<file path="config.mk">
export PLATFORM = sky130hd
export DESIGN_NAME = mix_out_stage
export DESIGN_NICKNAME = d
export VERILOG_FILES = /design/src/rtl/mix_out_pkg.sv /design/src/rtl/mix_tap_sum.sv /design/src/rtl/mix_vol_scale.sv /design/src/rtl/mix_out_stage.sv
export SDC_FILE = /design/constraint.sdc
export NUM_CORES = 1
export LEC_CHECK = 0
export BUFFER_PORTS_ARGS = -buffer_cell sky130_fd_sc_hd__buf_2
export CAP_MARGIN = 40
export CELL_PAD_IN_SITES_DETAIL_PLACEMENT = 2
export CELL_PAD_IN_SITES_GLOBAL_PLACEMENT = 2
export CORE_MARGIN = 5
export CORE_UTILIZATION = 34
export CTS_BUF_LIST = sky130_fd_sc_hd__clkbuf_4
export CTS_CLUSTER_DIAMETER = 150
export CTS_CLUSTER_SIZE = 30
export DETAILED_ROUTE_END_ITERATION = 16
export PLACE_DENSITY_LB_ADDON = 0.3
export REMOVE_ABC_BUFFERS = 1
export SLEW_MARGIN = 30
export SYNTH_ARGS = -nofsm -noshare
export SYNTH_HDL_FRONTEND = slang
export SYNTH_SLANG_ARGS = --single-unit
</file>
<file path="constraint.sdc">
create_clock -name clk -period 1.5 [get_ports clk]
set_input_delay 0.225 -clock clk [delete_from_list [all_inputs] [get_ports clk]]
set_output_delay 0.225 -clock clk [all_outputs]
set_load 0.02 [all_outputs]
</file>
<file path="src/rtl/mix_out_pkg.sv">
package mix_out_pkg;
  localparam int MODE_BITS = 3;
  localparam int VOL_BITS  = 4;
  localparam int TAP_LP    = 0;
  localparam int TAP_BP    = 1;
  localparam int TAP_HP    = 2;
  localparam int SUM_GROW  = 3;
endpackage

</file>
<file path="src/rtl/mix_tap_sum.sv">
module mix_tap_sum #(
  parameter int W = 16
) (
  input  logic signed [W-1:0]                         lp_in,
  input  logic signed [W-1:0]                         bp_in,
  input  logic signed [W-1:0]                         hp_in,
  input  logic [mix_out_pkg::MODE_BITS-1:0]           mode_in,
  input  logic                                        flt_en,
  output logic signed [W+1:0]                         tap_sum
);
  import mix_out_pkg::*;
  localparam int TW = W + 2;

  logic signed [W-1:0] taps [MODE_BITS];
  logic signed [TW-1:0] gated [MODE_BITS];

  assign taps[TAP_LP] = lp_in;
  assign taps[TAP_BP] = bp_in;
  assign taps[TAP_HP] = hp_in;

  for (genvar i = 0; i < MODE_BITS; i++) begin : g_tap
    always_comb begin
      if (flt_en && mode_in[i]) gated[i] = TW'(taps[i]);
      else                      gated[i] = '0;
    end
  end

  always_comb begin
    tap_sum = '0;
    for (int i = 0; i < MODE_BITS; i++) tap_sum = tap_sum + gated[i];
  end
endmodule

</file>
<file path="src/rtl/mix_vol_scale.sv">
module mix_vol_scale #(
  parameter int SW = 19,
  parameter int VW = 4
) (
  input  logic signed [SW-1:0] sum_in,
  input  logic [VW-1:0]        vol_in,
  output logic signed [SW+VW-1:0] prod
);
  localparam int PW = SW + VW + 1;
  logic signed [PW-1:0] full;
  logic signed [VW:0]   vol_s;

  assign vol_s = $signed({1'b0, vol_in});
  assign full  = PW'(sum_in) * PW'(vol_s);
  assign prod  = full[SW+VW-1:0];
endmodule

</file>
<file path="src/rtl/mix_out_stage.sv">
module mix_out_stage #(
  parameter int W = 16,
  localparam int OW = W + mix_out_pkg::SUM_GROW + mix_out_pkg::VOL_BITS
) (
  input  logic                                   clk,
  input  logic                                   rst_n,
  input  logic                                   in_valid,
  output logic                                   in_ready,
  input  logic signed [W-1:0]                    hp_in,
  input  logic signed [W-1:0]                    bp_in,
  input  logic signed [W-1:0]                    lp_in,
  input  logic signed [W-1:0]                    byp_in,
  input  logic signed [W-1:0]                    dc_in,
  input  logic [mix_out_pkg::MODE_BITS-1:0]      mode_in,
  input  logic [mix_out_pkg::VOL_BITS-1:0]       vol_in,
  input  logic                                   flt_en,
  output logic                                   out_valid,
  input  logic                                   out_ready,
  output logic signed [OW-1:0]                   out_sample
);
  import mix_out_pkg::*;
  localparam int SW = W + SUM_GROW;

  logic signed [W+1:0]  tap_sum;
  logic signed [SW-1:0] total;
  logic signed [OW-1:0] scaled;
  logic                 take;

  mix_tap_sum #(.W(W)) u_taps (
    .lp_in(lp_in), .bp_in(bp_in), .hp_in(hp_in),
    .mode_in(mode_in), .flt_en(flt_en), .tap_sum(tap_sum)
  );

  assign total = SW'(byp_in) + SW'(dc_in) + SW'(tap_sum);

  mix_vol_scale #(.SW(SW), .VW(VOL_BITS)) u_scale (
    .sum_in(total), .vol_in(vol_in), .prod(scaled)
  );

  assign in_ready = !out_valid || out_ready;
  assign take     = in_valid && in_ready;

  always_ff @(posedge clk or negedge rst_n) begin
    if (!rst_n) begin
      out_valid  <= 1'b0;
      out_sample <= '0;
    end else if (take) begin
      out_valid  <= 1'b1;
      out_sample <= scaled;
    end else if (out_ready) begin
      out_valid  <= 1'b0;
    end
  end
endmodule

</file>
==> results of run 1 <==
-- per-stage QoR --
step | hold WS (ps) | setup TNS (ps)
floorplan | -70.59 | -105100
global placement | 229.6 | -109580
detailed placement | 243.7 | -121600
-- cell usage after synthesis (2+ instances only) --
cell       instances  area [um2]
a211oi_1           3       22.52
a21o_1            10       75.07
a21oi_1           26       130.1
a21oi_2            5       43.79
a22oi_1            2       15.01
a311oi_1           2       17.52
a31o_2             2       17.52
a31oi_1            9       56.30
and2_0             3       18.77
and2_1            51       319.1
and3_1             7       43.79
clkbuf_1          13       48.80
dfrtp_1           24       600.6
fa_1              74        1481
ha_1              76       950.9
inv_1            146       548.0
mux2_2             3       33.78
nand2_1           95       356.6
nand2b_1           4       25.02
nand3_1           12       60.06
nand4_1            4       25.02
nor2_1            29       108.9
nor2b_1            3       18.77
nor3_1            11       55.05
o2111ai_1          2       17.52
o211ai_1           3       22.52
o21a_1             4       30.03
o21ai_0           30       150.1
o21ai_1            3       15.01
o21bai_1          11       82.58
o31ai_1            5       37.54
or2_2              2       12.51
xnor2_1           31       271.5
xor2_1            18       157.7
-- logic make-up after synthesis --
logic type               share of synthesized area [%]
AO/OA/AOI/OAI                                    13.62
XOR/XNOR                                         7.473
buffers and inverters                            9.957
flip-flops                                       9.936
AND/OR/NAND/NOR                                  18.05
multiplexers                                    0.7245
adder cells (fa/ha/maj)                          40.24
==> flow_metrics.py, run 1 <==
metrics = {
    "die": {
        "start_util_pct": 34.83,
        "rows": 48,
        "ios": 117,
        "die_h_um": 143.3,
        "die_x_um": 143.3,
    },
    "run_status": {
        "haltStage": "4_1_cts",
        "firstError": "[ERROR DPL-0033] detailed placement checks failed during check placement.",
        "outcome": "aborted with a tool error",
    },
    "placement": {
        "pre_cts_ws_ps": -7111,
        "portBuffers": 116,
        "dp_cells": 1223,
        "placed_area_mm2": 0.008044,
        "gp_congestion": 0.8504,
        "dpl.hpwl_mm": 21.66,
    },
    "clock_network": {
        "cts_resized": 298,
        "cts-root-buf": "clkbuf_4",
        "cts_sinks": 24,
        "cts_hold_buf": 1,
        "numCtsBuffers": 3,
        "post_cts.repair.setup_buffers": 35,
        "cts_buffer_depth": 2,
        "htreeDepth": 1,
    },
    "synthesis": {
        "yosysWarnings": 0,
        "seq_area_frac_synth_pct": 9.936,
        "synth_edf_count": 0,
        "netlist_area_mm2": 0.006045,
        "ys_types": 50,
        "syn_area_per_cell_um2": 8.179,
        "synth_ff_type": "dfrtp_1",
        "async_flop_share_pct": 100.0,
        "synth-seq-cells": 24,
        "syn_inst": 739,
    },
}
==> run 2, diff against run 1 <==
--- a/config.mk
+++ b/config.mk
@@ -7,15 +7,10 @@
 export LEC_CHECK = 0
 export BUFFER_PORTS_ARGS = -buffer_cell sky130_fd_sc_hd__buf_2
 export CAP_MARGIN = 40
-export CELL_PAD_IN_SITES_DETAIL_PLACEMENT = 2
-export CELL_PAD_IN_SITES_GLOBAL_PLACEMENT = 2
 export CORE_MARGIN = 5
-export CORE_UTILIZATION = 34
-export CTS_BUF_LIST = sky130_fd_sc_hd__clkbuf_4
-export CTS_CLUSTER_DIAMETER = 150
-export CTS_CLUSTER_SIZE = 30
+export CORE_UTILIZATION = 40
 export DETAILED_ROUTE_END_ITERATION = 16
-export PLACE_DENSITY_LB_ADDON = 0.3
+export PLACE_DENSITY_LB_ADDON = 0.15
 export REMOVE_ABC_BUFFERS = 1
 export SLEW_MARGIN = 30
 export SYNTH_ARGS = -nofsm -noshare
==> flow_metrics.py, run 2 <==
metrics = {
    "synthesis": {
        "synth_top_area_cell": "fa_1",
        "synth-compound-area-share_pct": 13.62,
        "synth_edf_count": 0,
        "synthMuxAreaShare_pct": 0.7245,
        "yosysWarnings": 0,
        "yosysMostFrequentCell": "inv_1",
        "synthSimpleGateAreaFrac_pct": 18.05,
        "synth_top_family_by_area": "adder cells",
        "async_flop_share_pct": 100.0,
        "synth_ff_type": "dfrtp_1",
        "syn_inst": 739,
        "synthAdderAreaFrac_pct": 40.24,
        "ys_types": 50,
        "synthXorXnorAreaFrac_pct": 7.473,
        "seq_area_frac_synth_pct": 9.936,
        "synth.area.top_cells": "fa_1 (25%), ha_1 (16%), dfrtp_1 (9.9%), inv_1 (9.1%), nand2_1 (5.9%)",
        "netlist_area_mm2": 0.006045,
        "synth_top_area_share_pct": 24.51,
        "synth.top_cells.by_count": "inv_1 (146), nand2_1 (95), ha_1 (76), fa_1 (74), and2_1 (51)",
        "syn_area_per_cell_um2": 8.179,
        "synth-seq-cells": 24,
    },
    "die": {
        "die_x_um": 132.9,
        "die_area_mm2": 0.01767,
        "start_util_pct": 40.21,
        "die_h_um": 132.9,
        "ios": 117,
        "rows": 45,
        "core_mm2": 0.01503,
    },
    "min_path": {
        "hold_class": "input port to flip-flop",
        "hold_path_depth": 2,
        "hold_start": "in_valid",
        "min_to": "out_valid",
    },
    "placement": {
        "dp_cells": 1184,
        "dpl.hpwl_mm": 12.11,
        "gp_congestion": 0.8233,
        "pre_cts_ws_ps": -6511,
        "portBuffers": 116,
    },
    "clock_network": {
        "numCtsBuffers": 3,
        "clk_pin_slew_ps": 60,
        "clk_latency_ps": 260,
        "htreeDepth": 1,
        "cts_buffer_depth": 2,
        "cts_tree": "yes",
        "cts-root-buf": "clkbuf_16",
        "cts_sinks": 24,
    },
    "grt": {
        "grt_max_degree": 25,
        "grt_usage_pct": 17.79,
        "antenna_found_initial": 3,
        "grt_pass1_wl_mm": 26.97,
        "overflow": 0,
        "grt_pass1_vias": 6247,
    },
    "cells_and_area": {
        "nets": 1299,
        "largest_reg_flops": 23,
        "post-route-util_pct": 66.55,
        "areaGrowthSynthToFinish_pct": 65.51,
        "antenna_cells": 0,
        "layout.cells.most_common": "buf_4",
        "fin_cells": 1244,
        "drive_gt1_share_pct": 50.47,
        "mostFrequentLayoutCells": "buf_4 (162), inv_1 (126), buf_2 (112), nand2_1 (78), fa_1 (71)",
        "largest_register": "out_sample",
        "n_fill_cell": 1223,
        "reg.largest.list": "out_sample: 23 flops, out_valid: 1 flops",
    },
    "timing": {
        "hold_viol": 0,
        "slew_viol_final": 0,
        "setup_viol": 23,
        "fmax_mhz": 139.9,
        "tightest_slew_ps": 532.3,
        "min_period_ps": 7147,
        "skew_ps": 2.802,
        "slew_headroom_pct": 64.51,
        "grt_setup_unrepaired": "true",
        "fin_crit_sh_pct": 476.5,
        "worst_slack_ps": -5647,
    },
    "worst_setup_path": {
        "critPathMaxFanout": 4,
        "worstSetupPathType": "input port to flip-flop",
        "r2r_start": "out_valid",
        "crit_top_cell": "fa_1",
        "arrival_ps": 7340,
        "startpoint_type": "input port",
        "r2r-end": "out_sample[21]",
        "cp-end-kind": "flip-flop",
        "rr_worst_depth": 6,
        "r2r_slack_ps": 190,
        "slowest_stage": "fa_1",
        "cp_slowest_stage_delay_ps": 530,
        "cp.required_ps": 1690,
    },
    "detailed_routing": {
        "wl_mm": 16.17,
        "via_per_inst": 4.707,
        "vias": 5856,
        "firstDrtPassIters": 4,
        "wl_per_cell_um": 13.00,
        "ant_nets": 0,
        "drc": 0,
        "drt_iter0_markers": 138,
    },
    "run_status": {
        "outcome": "finished with violations",
        "violations": "setup timing",
    },
    "job": {
        "max_cap_viol_count": 0,
    },
}
## run 2: cell counts after synthesis
Identical to the previous run, type by type.
## run 2: final cells by class
cell class / instances / area, um2 / area share (%)
Sequential cell: 24 / 600.6 / 6.003
Multi-Input combinational cell: 555 / 6147 / 61.44
Inverter: 146 / 548.0 / 5.478
Clock buffer: 4 / 88.84 / 0.8879
Timing Repair Buffer: 327 / 2385 / 23.84
Tap cell: 188 / 235.2 / 2.351
## run 2: per-stage QoR
step                setup TNS, ps  hold slack (ps)  area [um2]
floorplan                 -105100           -70.59        5991
global placement          -109400            242.4        7983
detailed placement        -110930            246.6        7983
CTS                        -97870            179.4        9632
global route              -105660            178.5       10000
finish                    -100400            185.0       10000
## run 2: worst max-delay path by stage
stage,cells after the start,slack [ps],to,from
2_1_floorplan,35,-6360,out_sample[22],mode_in[2]
3_3_place_gp,34,-6370,out_sample[22],flt_en
3_5_place_dp,34,-6510,out_sample[22],flt_en
4_1_cts,36,-5570,out_sample[22],lp_in[1]
5_1_grt,32,-5960,out_sample[22],mode_in[0]
6_report,36,-5650,out_sample[22],mode_in[0]
## run 2: worst max-delay path: cells and delay by family
kind	cells	cell delay, ps
compound gates	9	1630
xor+xnor	3	570
fa+ha+maj	8	3150
buf+inv	5	440
simple gates	11	1320
## run 2: kinds of logic (layout without fill, tap and decap cells)
logic type,after synthesis,in the layout
simple gates,226,226
buf+inv,160,477
fa+ha+maj,150,150
compound gates,125,125
xor+xnor,50,50
flops,24,24
mux,4,4
## run 2: layer usage
metal  vias to the layer above  routed length, um  global-route usage (%)
met5                         -                 47                       0
met4                         6                239                   3.984
met3                        25                913                   3.688
met2                       109               8246                   32.99
met1                      2707               6726                   21.00
li1                       3009                  -                       -
## run 2: repair_timing
item / CTS / global route
hold endpoints to repair: 24 / 0
endpoints found under the setup margin: 23 / 23
pin swaps: 171 / 40
buffers inserted: 46 / 13
gates resized for setup: 254 / 60
hold buffers: 1 / 0
Power of run 2 is left out: the tool's default activity adds up to more than one toggle a clock period on the data nets, which glitch-free logic cannot reach.
==> run 3, diff against run 2 <==
--- a/config.mk
+++ b/config.mk
@@ -7,6 +7,7 @@
 export LEC_CHECK = 0
 export BUFFER_PORTS_ARGS = -buffer_cell sky130_fd_sc_hd__buf_2
 export CAP_MARGIN = 40
+export CORE_ASPECT_RATIO = 1.1
 export CORE_MARGIN = 5
 export CORE_UTILIZATION = 40
 export DETAILED_ROUTE_END_ITERATION = 16
==> flow_metrics.py, run 3 (same netlist as run 2, synthesis figures left out) <==
metrics = {
    "run_status": {
        "outcome": "finished with violations",
        "violations": "setup timing",
    },
    "placement": {
        "portBuffers": 116,
        "dp_cells": 1187,
        "dpl.hpwl_mm": 12.79,
        "placed_area_mm2": 0.007955,
        "gp_congestion": 0.8496,
        "pre_cts_ws_ps": -6498,
    },
    "grt": {
        "grt_pass1_vias": 6275,
        "use_met2_pct": 33.84,
        "overflow": 0,
        "grt_busiest_layer": "met2",
        "grtUsageMet3_pct": 1.849,
        "use_met1_pct": 21.35,
        "grt_pass1_wl_mm": 27.15,
        "antenna_found_initial": 0,
        "grt_max_degree": 32,
        "grt_usage_pct": 17.79,
    },
    "min_path": {
        "hold_path_depth": 2,
        "hold_class": "input port to flip-flop",
    },
    "cells_and_area": {
        "largest_register": "out_sample",
        "drive_gt1_share_pct": 51.25,
        "layout.cells.most_common": "buf_4",
        "n_fill_cell": 1196,
        "mostFrequentLayoutCells": "buf_4 (163), inv_1 (123), buf_2 (111), nand2_1 (75), fa_1 (70)",
        "largest_reg_flops": 23,
        "areaGrowthSynthToFinish_pct": 63.11,
        "final_cell_area_mm2": 0.009859,
        "fin_cells": 1232,
        "reg.largest.list": "out_sample: 23 flops, out_valid: 1 flops",
        "antenna_cells": 0,
        "nets": 1279,
    },
    "timing": {
        "min_period_ps": 7029,
        "timing.hold.ws_ps": 192.3,
        "worst_slack_ps": -5529,
        "hold_viol": 0,
        "grt_setup_unrepaired": "true",
        "tightest_slew_ps": 534.0,
        "fin_crit_sh_pct": 468.6,
        "skew_ps": 1.853,
        "setup_viol": 23,
        "fmax_mhz": 142.3,
        "slew_viol_final": 0,
        "slew_headroom_pct": 64.40,
    },
    "worst_setup_path": {
        "cp_top_family": "adder cells",
        "critPathMaxFanout": 5,
        "startpoint_type": "input port",
        "worstSetupPathType": "input port to flip-flop",
        "cp.required_ps": 1690,
        "cp_slowest_stage_delay_ps": 540,
        "arrival_ps": 7220,
        "slowest_stage": "fa_1",
        "cp.depth": 36,
        "rr_worst_depth": 4,
        "cp-end-kind": "flip-flop",
        "path_buf_inv": 6,
    },
    "detailed_routing": {
        "drc": 0,
        "wl_mm": 15.87,
        "vias": 5848,
        "wl_per_cell_um": 12.88,
        "ant_nets": 0,
        "drt_iter0_markers": 136,
        "firstDrtPassIters": 4,
        "via_per_inst": 4.747,
    },
    "clock_network": {
        "cts-root-buf": "clkbuf_16",
        "htreeDepth": 1,
        "cts_buffer_depth": 2,
        "numCtsBuffers": 3,
        "clk_pin_slew_ps": 60,
        "cts_sinks": 24,
        "clk_latency_ps": 260,
        "cts_tree": "yes",
    },
    "job": {
        "max_cap_viol_count": 0,
    },
    "die": {
        "core_mm2": 0.01494,
        "ios": 117,
        "die_h_um": 138.9,
        "die_area_mm2": 0.01767,
        "die_x_um": 127.2,
        "rows": 47,
        "start_util_pct": 40.47,
    },
}
## run 3: changes by cell type in the layout (fill, tap and decap cells not counted), moves of 4 or more
cell,change
nor3_2,+5
nor3_1,-6
a21oi_2,+9
a21oi_4,-5
buf_6,-21
nand3_2,+4
a21oi_1,-4
## run 3: worst reg2reg max path, stage by stage, from the launching register on
cell and delay (ps):
dfrtp_1 340, nand2b_1 110, nand2_1 160, buf_12 200
mux2_2 370
## run 3: path summary, 6_finish.rpt
check	start	slack, ps	end
min in group asynchronous	rst_n	470	out_sample[4]
setup reg to reg	out_valid	200	out_sample[1]
max in group asynchronous	rst_n	670	out_sample[22]
hold reg to reg	out_sample[19]	470	out_sample[19]
hold / removal	in_valid	190	out_valid
setup / recovery	flt_en	-5530	out_sample[22]
## run 3: repair_timing
action,4_1_cts,5_1_grt
gates resized for setup,222,91
cloned,1,0
setup buffers,37,7
hold buffers,1,0
endpoints found under the hold margin,24,0
setup endpoints to repair,23,23
pin swaps,146,64
## run 3: layout make-up
type / count / area (um2) / area share, %
Tap cell: 196 / 245.2 / 2.487
Clock buffer: 4 / 88.84 / 0.9010
Timing Repair Buffer: 307 / 2178 / 22.09
Multi-Input combinational cell: 555 / 6198 / 62.87
Sequential cell: 24 / 600.6 / 6.091
Inverter: 146 / 548.0 / 5.558
## run 3: per-layer routing
metal | up-vias | part of all wire [%]
met5 | - | 0
met4 | 0 | 1.3
met3 | 17 | 3.7
met2 | 108 | 54
met1 | 2755 | 41
li1 | 2968 | -
## run 3: metrics by stage
step                      utilization [%]  setup TNS, ps
after detailed placement            53.26        -110500
after global placement              53.26        -108140
after floorplan                         -        -105100
after global routing                66.01        -102270
after CTS                           62.72         -96170
final                               66.01         -96690
Power of run 3 is left out for the same reason.
